<file path="config.mk">
export PLATFORM = sky130hd
export DESIGN_NAME = chan_addr_squeeze
export DESIGN_NICKNAME = d
export VERILOG_FILES = /design/src/rtl/chan_addr_squeeze.sv
export SDC_FILE = /design/constraint.sdc
export NUM_CORES = 1
export LEC_CHECK = 0
export ABC_AREA = 1
export BUFFER_PORTS_ARGS = -buffer_cell sky130_fd_sc_hd__buf_2
export CORE_MARGIN = 2
export CORE_UTILIZATION = 35
export CTS_CLUSTER_DIAMETER = 60
export DETAILED_ROUTE_END_ITERATION = 8
export GPL_TIMING_DRIVEN = 0
export PLACE_DENSITY_LB_ADDON = 0.3
export SLEW_MARGIN = 20
export SYNTH_ARGS = -nofsm -noshare
export SYNTH_HDL_FRONTEND = slang
export SYNTH_SLANG_ARGS = --single-unit
</file>
<file path="constraint.sdc">
create_clock -name clk -period 18.4 [get_ports clk]
set_input_delay 0.92 -clock clk [delete_from_list [all_inputs] [get_ports clk]]
set_output_delay 0.92 -clock clk [all_outputs]
set_load 0.005 [all_outputs]
</file>
<file path="src/rtl/chan_addr_squeeze.sv">
module chan_addr_squeeze #(
  parameter int CH_W  = 37,
  parameter int NCH   = 3,
  parameter int OFF_W = 16,
  parameter int LINE  = 6,
  parameter int GRAN  = 16,
  localparam int ADDR_W = CH_W + 3,
  localparam int CS_W   = $clog2(NCH)
) (
  input  logic                   clk,
  input  logic                   rst_n,
  input  logic                   in_valid,
  input  logic [ADDR_W-1:LINE]   in_line_addr,
  input  logic [CS_W-1:0]        in_chan,
  input  logic                   in_pair_mode,
  input  logic [NCH*OFF_W-1:0]   cfg_offset,
  input  logic [NCH-1:0]         cfg_drop8,
  input  logic [NCH-1:0]         cfg_drop7,
  input  logic [NCH-1:0]         cfg_drop6,
  input  logic [NCH-1:0]         cfg_div3,
  output logic                   out_valid,
  output logic [CH_W-1:0]        out_addr
);
  localparam int UP_W = ADDR_W - GRAN;
  localparam int W1   = ADDR_W - 1;
  localparam int W2   = ADDR_W - 2;
  localparam int Q_W  = CH_W - LINE;

  logic [CS_W-1:0]   sel;
  logic [OFF_W-1:0]  off;
  logic [UP_W-1:0]   up_sum;

  assign sel    = (in_pair_mode || int'(in_chan) >= NCH) ? '0 : in_chan;
  assign off    = cfg_offset[sel*OFF_W +: OFF_W];
  assign up_sum = in_line_addr[ADDR_W-1:GRAN] + {{(UP_W-OFF_W){off[OFF_W-1]}}, off};

  logic              s1_valid;
  logic [ADDR_W-1:0] s1_addr;
  logic [2:0]        s1_drop;
  logic              s1_div3;

  always_ff @(posedge clk or negedge rst_n) begin
    if (!rst_n) begin
      s1_valid <= 1'b0;
      s1_addr  <= '0;
      s1_drop  <= '0;
      s1_div3  <= 1'b0;
    end else begin
      s1_valid <= in_valid;
      s1_addr  <= {up_sum, in_line_addr[GRAN-1:LINE], {LINE{1'b0}}};
      s1_drop  <= {cfg_drop8[sel], cfg_drop7[sel], cfg_drop6[sel]};
      s1_div3  <= cfg_div3[sel];
    end
  end

  logic [W1-1:0]   a8;
  logic [W2-1:0]   a7;
  logic [CH_W-1:0] a6;

  assign a8 = s1_drop[2] ? {s1_addr[ADDR_W-1:LINE+3], s1_addr[LINE+1:0]} : s1_addr[ADDR_W-2:0];
  assign a7 = s1_drop[1] ? {a8[W1-1:LINE+2], a8[LINE:0]} : a8[W1-2:0];
  assign a6 = s1_drop[0] ? {a7[W2-1:LINE+1], a7[LINE-1:0]} : a7[W2-2:0];

  logic            s2_valid;
  logic [CH_W-1:0] s2_addr;
  logic            s2_div3;

  always_ff @(posedge clk or negedge rst_n) begin
    if (!rst_n) begin
      s2_valid <= 1'b0;
      s2_addr  <= '0;
      s2_div3  <= 1'b0;
    end else begin
      s2_valid <= s1_valid;
      s2_addr  <= a6;
      s2_div3  <= s1_div3;
    end
  end

  logic [Q_W-1:0] quo;
  logic [1:0]     rem;
  logic [2:0]     step;

  always_comb begin
    quo  = '0;
    rem  = '0;
    step = '0;
    for (int i = Q_W - 1; i >= 0; i--) begin
      step = {rem, s2_addr[LINE+i]};
      if (step >= 3'd3) begin
        quo[i] = 1'b1;
        rem    = 2'(step - 3'd3);
      end else begin
        rem    = step[1:0];
      end
    end
  end

  always_ff @(posedge clk or negedge rst_n) begin
    if (!rst_n) begin
      out_valid <= 1'b0;
      out_addr  <= '0;
    end else begin
      out_valid <= s2_valid;
      out_addr  <= s2_div3 ? {quo, s2_addr[LINE-1:0]} : s2_addr;
    end
  end
endmodule

</file>
# After elaboration in Yosys (flattened, before gate mapping)
# Index checks and enable logic that the tools add are counted.
# op_classes
n_addsub	30
n_div	0
bitwise	0
shifts	1
n_mux	72
n_reduce_logical	1
magnitude_cmp	32
eq_ne	0
multipliers	0
# ops
operator	n
$ge 3x2->1 const B	29
$mux 37	2
$mux 2	30
$sub 2x2->2 const B	29
$shiftx 48x7->16	1
$mux 39	1
$mux 38	1
$mux 1	34
$add 24x24->24	1
$bmux 1 s2	4
$ge 2x2->1 const B	2
$lt 2x3->1 const B	1
$logic_or 1x1->1	1
# totals
memories	0
input_bits	100
mem_bits_rw	0
regBits	116
output_inout_bits	38
rom_bits	0
latch_bits	0
wordCells	145

# Logic depth before layout (Yosys ltp)
# depth
ltp_word	61
depth_mapped	169
ltp_nobuf	169

# Worst setup path after synthesis
# Ideal clock, no wire load.
# synth_path
path_kind	flip-flop to flip-flop
from	register s2_addr[35]
to	register out_addr[6]
path_buffers	0
setup_slack_ns	3.077
t_arrival_ns	15.206
stages_incl_launch_ff	163
path_cell_list	dfrtp_1 inv_2 nor2_1 ha_1 nor2_4 nand2_2 nand2_1 nand2_2 ha_1 inv_2 nand2_2 nor2_4 nand3_2 nand2_2 ha_1 inv_1 nand2_2 nor2_4 [127 not listed] ha_1 nor2_2 nand2_1 nand2_1 nand2_1 inv_1 ha_1 inv_1 nand2_1 nand2_1 nand2_1 ha_1 inv_1 nand2_1 a21oi_1 nand2_1 nand2_1 nand2_1
# synth_via
elab_chain_cells	61
elab_cells_between_ends	90
cone_classes	29 x add/sub; 30 x order compare; 31 x mux
# synth_rtl
element	line	text
from (decl)	65	logic [CH_W-1:0] s2_addr;
from (signal assigned)	71	s2_addr <= '0;
from (signal assigned)	75	s2_addr <= a6;
$sub 2x2->2 or $ge 2x2->1 (tied branches)	92, 90	
$mux 2 (*)	90	if (step >= 3'd3) begin
$ge 3x2->1 or $sub 2x2->2 (tied branches)	90, 92	
$mux 2 (*)	90	
$ge 3x2->1 or $sub 2x2->2 (tied branches)	90, 92	
$mux 2 (*)	90	
$ge 3x2->1 or $sub 2x2->2 (tied branches)	90, 92	
$mux 2 (*)	90	
[45 not listed]	--	
$mux 2 (*)	90	
$ge 3x2->1 or $sub 2x2->2 (tied branches)	90, 92	
$mux 2 (*)	90	
$ge 3x2->1 or $sub 2x2->2 (tied branches)	90, 92	
$mux 2 (*)	90	
$ge 3x2->1 (*)	90	
$mux 1 (*)	90	
$mux 37 (*)	105	out_addr <= s2_div3 ? {quo, s2_addr[LINE-1:0]} : s2_addr;
to (signal assigned)	105	
to (decl)	22	output logic [CH_W-1:0] out_addr
# Every way passes the cells marked *; elsewhere a longest branch is shown, timed or not.

# Final worst setup path
# Ends and elaborated chain as after synthesis.

==> metrics.txt <==
TritonCTS Sinks 104; detail-routed via count per cell 4.74; area of the die 22800 um2; Post-synth top flop sky130_fd_sc_hd__dfrtp_1; actual transition at the worst max-transition pin 953 ps; initial drt markers 296; post-synthesis cell count 1058; HPWL after DPL 14.5 mm; initial antenna violation count 0; htree depth 3; final wirelength 17.6 mm; Worst-Skew Late Latency 360 ps; Routability Congestion 0.882; standard-cell rows 53; DIE HEIGHT 151 um; average cell area after synthesis 7.15 um2; kind of critical path reg2reg; Worst path slowest cell sky130_fd_sc_hd__dfrtp_1; Routed wire per std cell 11.8 um; Hold Crit Start s2_valid$_DFF_PN0_; library cell occupying the most area in the post-synthesis netlist sky130_fd_sc_hd__dfrtp_1; family with the most delay on the worst path simple AND/OR/NAND/NOR gates; final period demand of the worst path 16560 ps; residual DRC count 0; placed cell area 8620 um2; Initial Utilization 35.9%; total grt overflow 0; count of unique library cells instantiated by Yosys 38; share of Yosys cell area claimed by the top area cell type 34.4%; Die X-Extent 151 um; signal arrival time at the worst endpoint 16820 ps; number of global-route vias before repair 6647; I/O pin total 138; TritonCTS clock tree yes; startpoint of the worst-slack reg-to-reg timing path s2_addr[35]$_DFF_PN0_; maximum fanout encountered on the critical timing path 5; count of buffers inserted at the top-level ports 131; path category of the worst min-delay check reg2reg; global-route usage over all layers 16.3%; most used cell along the critical path sky130_fd_sc_hd__nand2_1; result of the run completed; critical path endpoint category register; startpoint class of the critical path register; routed via count 7056; count of TritonRoute iterations in the first routing pass 7; total number of yosys warnings 0; top post-synthesis cells by area sky130_fd_sc_hd__dfrtp_1 34%, sky130_fd_sc_hd__nand2_1 15%, sky130_fd_sc_hd__ha_1 8.6%; growth of design area from synthesis to finish 19.1%; Final Core Density 42.7%; period utilization 90.0%; slowest stage delay, CP 370 ps; number of max-cap violations 0; Setup Skew 5.70 ps; data required time of the worst path 18660 ps; max-slew headroom at the worst pin 36.2%; Post-layout nets 1363; root cell of the clock tree sky130_fd_sc_hd__clkbuf_16; register bit count reported by yosys 104; buffer and inverter count on the worst path 35; share of final-layout standard cells stronger than drive strength 1 21.7%; cts bufs inserted 9; sequential element share of the synthesized area 34.4%; pin count of the biggest net entering global routing 61; critical path launch point s2_addr[35]$_DFF_PN0_; final hold violation count 0; post-route ant nets 0; async set-or-reset flop fraction in the synthesized netlist 100%; final setup violation count 0; count of flip-flops with a built-in enable after synthesis 0; fmax 0.0604 GHz; final non-filler cell area 9010 um2; register clock-pin slew on the reported worst setup and hold paths 70 ps; first-pass GRT wire length 29.8 mm; area of the core 21100 um2; maximum count of clock buffers along a single path 2; count of inserted antenna diode cells 0; count of pins over their slew limit 0; post-synthesis instance area 7570 um2; Total Neg Setup Slack 0 ps
sequential cells by signal (all words and copies together) (netlist names):
signal	count
s1_addr	34
s2_valid	1
s1_drop	3
out_valid	1
s2_addr	31
s1_valid	1
s2_div3	1
s1_div3	1
out_addr	31
worst reg2reg max path, delay by kind of cell (launching register included):
family	cells	cell delay [ps]
adder cells (fa/ha/maj)	28	5090
AO/OA/AOI/OAI	5	640
flip-flops	1	370
buffers and inverters	35	2410
AND/OR/NAND/NOR	91	7940
per-stage QoR:
stage / instances / hold slack [ps] / worst slack, ps
3_3_place_gp: 1469 / 333 / 1770
3_5_place_dp: 1470 / 339 / 1370
6_report: 1490 / 352 / 1840
2_1_floorplan: 1063 / 331 / 3080
4_1_cts: 1486 / 357 / 1300
5_1_grt: 1490 / 359 / -48.3
final timing paths:
kind	endpoint	slack (ps)	cells past startpoint
hold reg to reg	out_valid$_DFF_PN0_	350	0
min in group asynchronous	out_addr[31]$_DFF_PN0_	460	1
max in group asynchronous	s1_addr[12]$_DFF_PN0_	17320	2
setup / recovery	out_addr[6]$_DFF_PN0_	1840	159
setup reg to reg	out_addr[6]$_DFF_PN0_	1840	159
hold / removal	out_valid$_DFF_PN0_	350	0
placed cells by master, fill, tap and decap left out, types with 2 or more instances in the layout:
cell | netlist | layout
sky130_fd_sc_hd__inv_1 | 131 | 126
sky130_fd_sc_hd__dfrtp_1 | 104 | 104
sky130_fd_sc_hd__o21ai_0 | 107 | 106
sky130_fd_sc_hd__nand2_1 | 311 | 307
sky130_fd_sc_hd__nor2_2 | 3 | 4
sky130_fd_sc_hd__nand3_1 | 57 | 56
sky130_fd_sc_hd__xor2_1 | 19 | 19
sky130_fd_sc_hd__buf_2 | 0 | 130
sky130_fd_sc_hd__buf_1 | 5 | 5
sky130_fd_sc_hd__ha_1 | 52 | 49
sky130_fd_sc_hd__xnor2_1 | 4 | 4
sky130_fd_sc_hd__nand3_2 | 8 | 9
sky130_fd_sc_hd__clkbuf_1 | 29 | 29
sky130_fd_sc_hd__o21bai_1 | 2 | 2
sky130_fd_sc_hd__inv_2 | 10 | 15
sky130_fd_sc_hd__nand2_4 | 1 | 2
sky130_fd_sc_hd__a31oi_1 | 21 | 21
sky130_fd_sc_hd__conb_1 | 1 | 6
sky130_fd_sc_hd__nand4_1 | 34 | 34
sky130_fd_sc_hd__a21oi_2 | 12 | 12
sky130_fd_sc_hd__o21ai_2 | 1 | 3
sky130_fd_sc_hd__a21oi_1 | 45 | 45
sky130_fd_sc_hd__o22ai_1 | 3 | 3
sky130_fd_sc_hd__ha_2 | 0 | 2
sky130_fd_sc_hd__inv_8 | 0 | 2
sky130_fd_sc_hd__o21ai_1 | 8 | 7
sky130_fd_sc_hd__clkbuf_16 | 0 | 9
sky130_fd_sc_hd__nor2_1 | 21 | 20
sky130_fd_sc_hd__nand2_2 | 45 | 48
sky130_fd_sc_hd__buf_4 | 6 | 10
sky130_fd_sc_hd__nor2_4 | 7 | 7
cell usage after synthesis (2+ instances only):
| cell | n |
|---|---|
| sky130_fd_sc_hd__xnor2_1 | 4 |
| sky130_fd_sc_hd__buf_4 | 6 |
| sky130_fd_sc_hd__o21ai_0 | 107 |
| sky130_fd_sc_hd__inv_2 | 10 |
| sky130_fd_sc_hd__a31oi_1 | 21 |
| sky130_fd_sc_hd__clkbuf_1 | 29 |
| sky130_fd_sc_hd__a21oi_2 | 12 |
| sky130_fd_sc_hd__nand2_2 | 45 |
| sky130_fd_sc_hd__nor2_2 | 3 |
| sky130_fd_sc_hd__xor2_1 | 19 |
| sky130_fd_sc_hd__nand4_1 | 34 |
| sky130_fd_sc_hd__dfrtp_1 | 104 |
| sky130_fd_sc_hd__ha_1 | 52 |
| sky130_fd_sc_hd__nor2_1 | 21 |
| sky130_fd_sc_hd__inv_1 | 131 |
| sky130_fd_sc_hd__o21bai_1 | 2 |
| sky130_fd_sc_hd__o22ai_1 | 3 |
| sky130_fd_sc_hd__buf_1 | 5 |
| sky130_fd_sc_hd__o21ai_1 | 8 |
| sky130_fd_sc_hd__nand3_1 | 57 |
| sky130_fd_sc_hd__nor2_4 | 7 |
| sky130_fd_sc_hd__nand3_2 | 8 |
| sky130_fd_sc_hd__nand2_1 | 311 |
| sky130_fd_sc_hd__a21oi_1 | 45 |
final cells by class:
cell class	instances	area, um2
plain buffers	40	173
flip-flops and latches	104	2600
clock inverters	7	90.1
clock buffers	9	225
repair buffers	136	719
multi-input cells	776	4320
well taps	275	344
inverters	143	539
fillers	2190	12100
per-layer routing:
| metal | routed length (um) | GRT usage [%] | vias up |
|---|---|---|---|
| met2 | 8380 | 28.2 | 181 |
| met4 | 389 | 6.12 | 0 |
| met1 | 7860 | 19.9 | 3107 |
| met3 | 1020 | 3.58 | 31 |
| li1 | - | - | 3737 |
| met5 | 0 | 0 | - |
timing repair:
action                     4_1_cts  5_1_grt
setup buffers                    0        4
gates resized for setup          0       19
hold buffers                     0        0
setup endpoints to repair        0        3
cell families after synthesis:
family                   count (synthesis)  share of synthesized area (%)
AO/OA/AOI/OAI                          203                           14.8
XOR/XNOR                                23                           2.66
adder cells (fa/ha/maj)                 53                           8.86
buffers and inverters                  183                           9.41
flip-flops                             104                           34.4
multiplexers                             1                          0.132
other                                    1                         0.0496
AND/OR/NAND/NOR                        490                           29.7
Power is left out: the tool's default activity adds up to more than one toggle a clock period on the data nets, which glitch-free logic cannot reach.
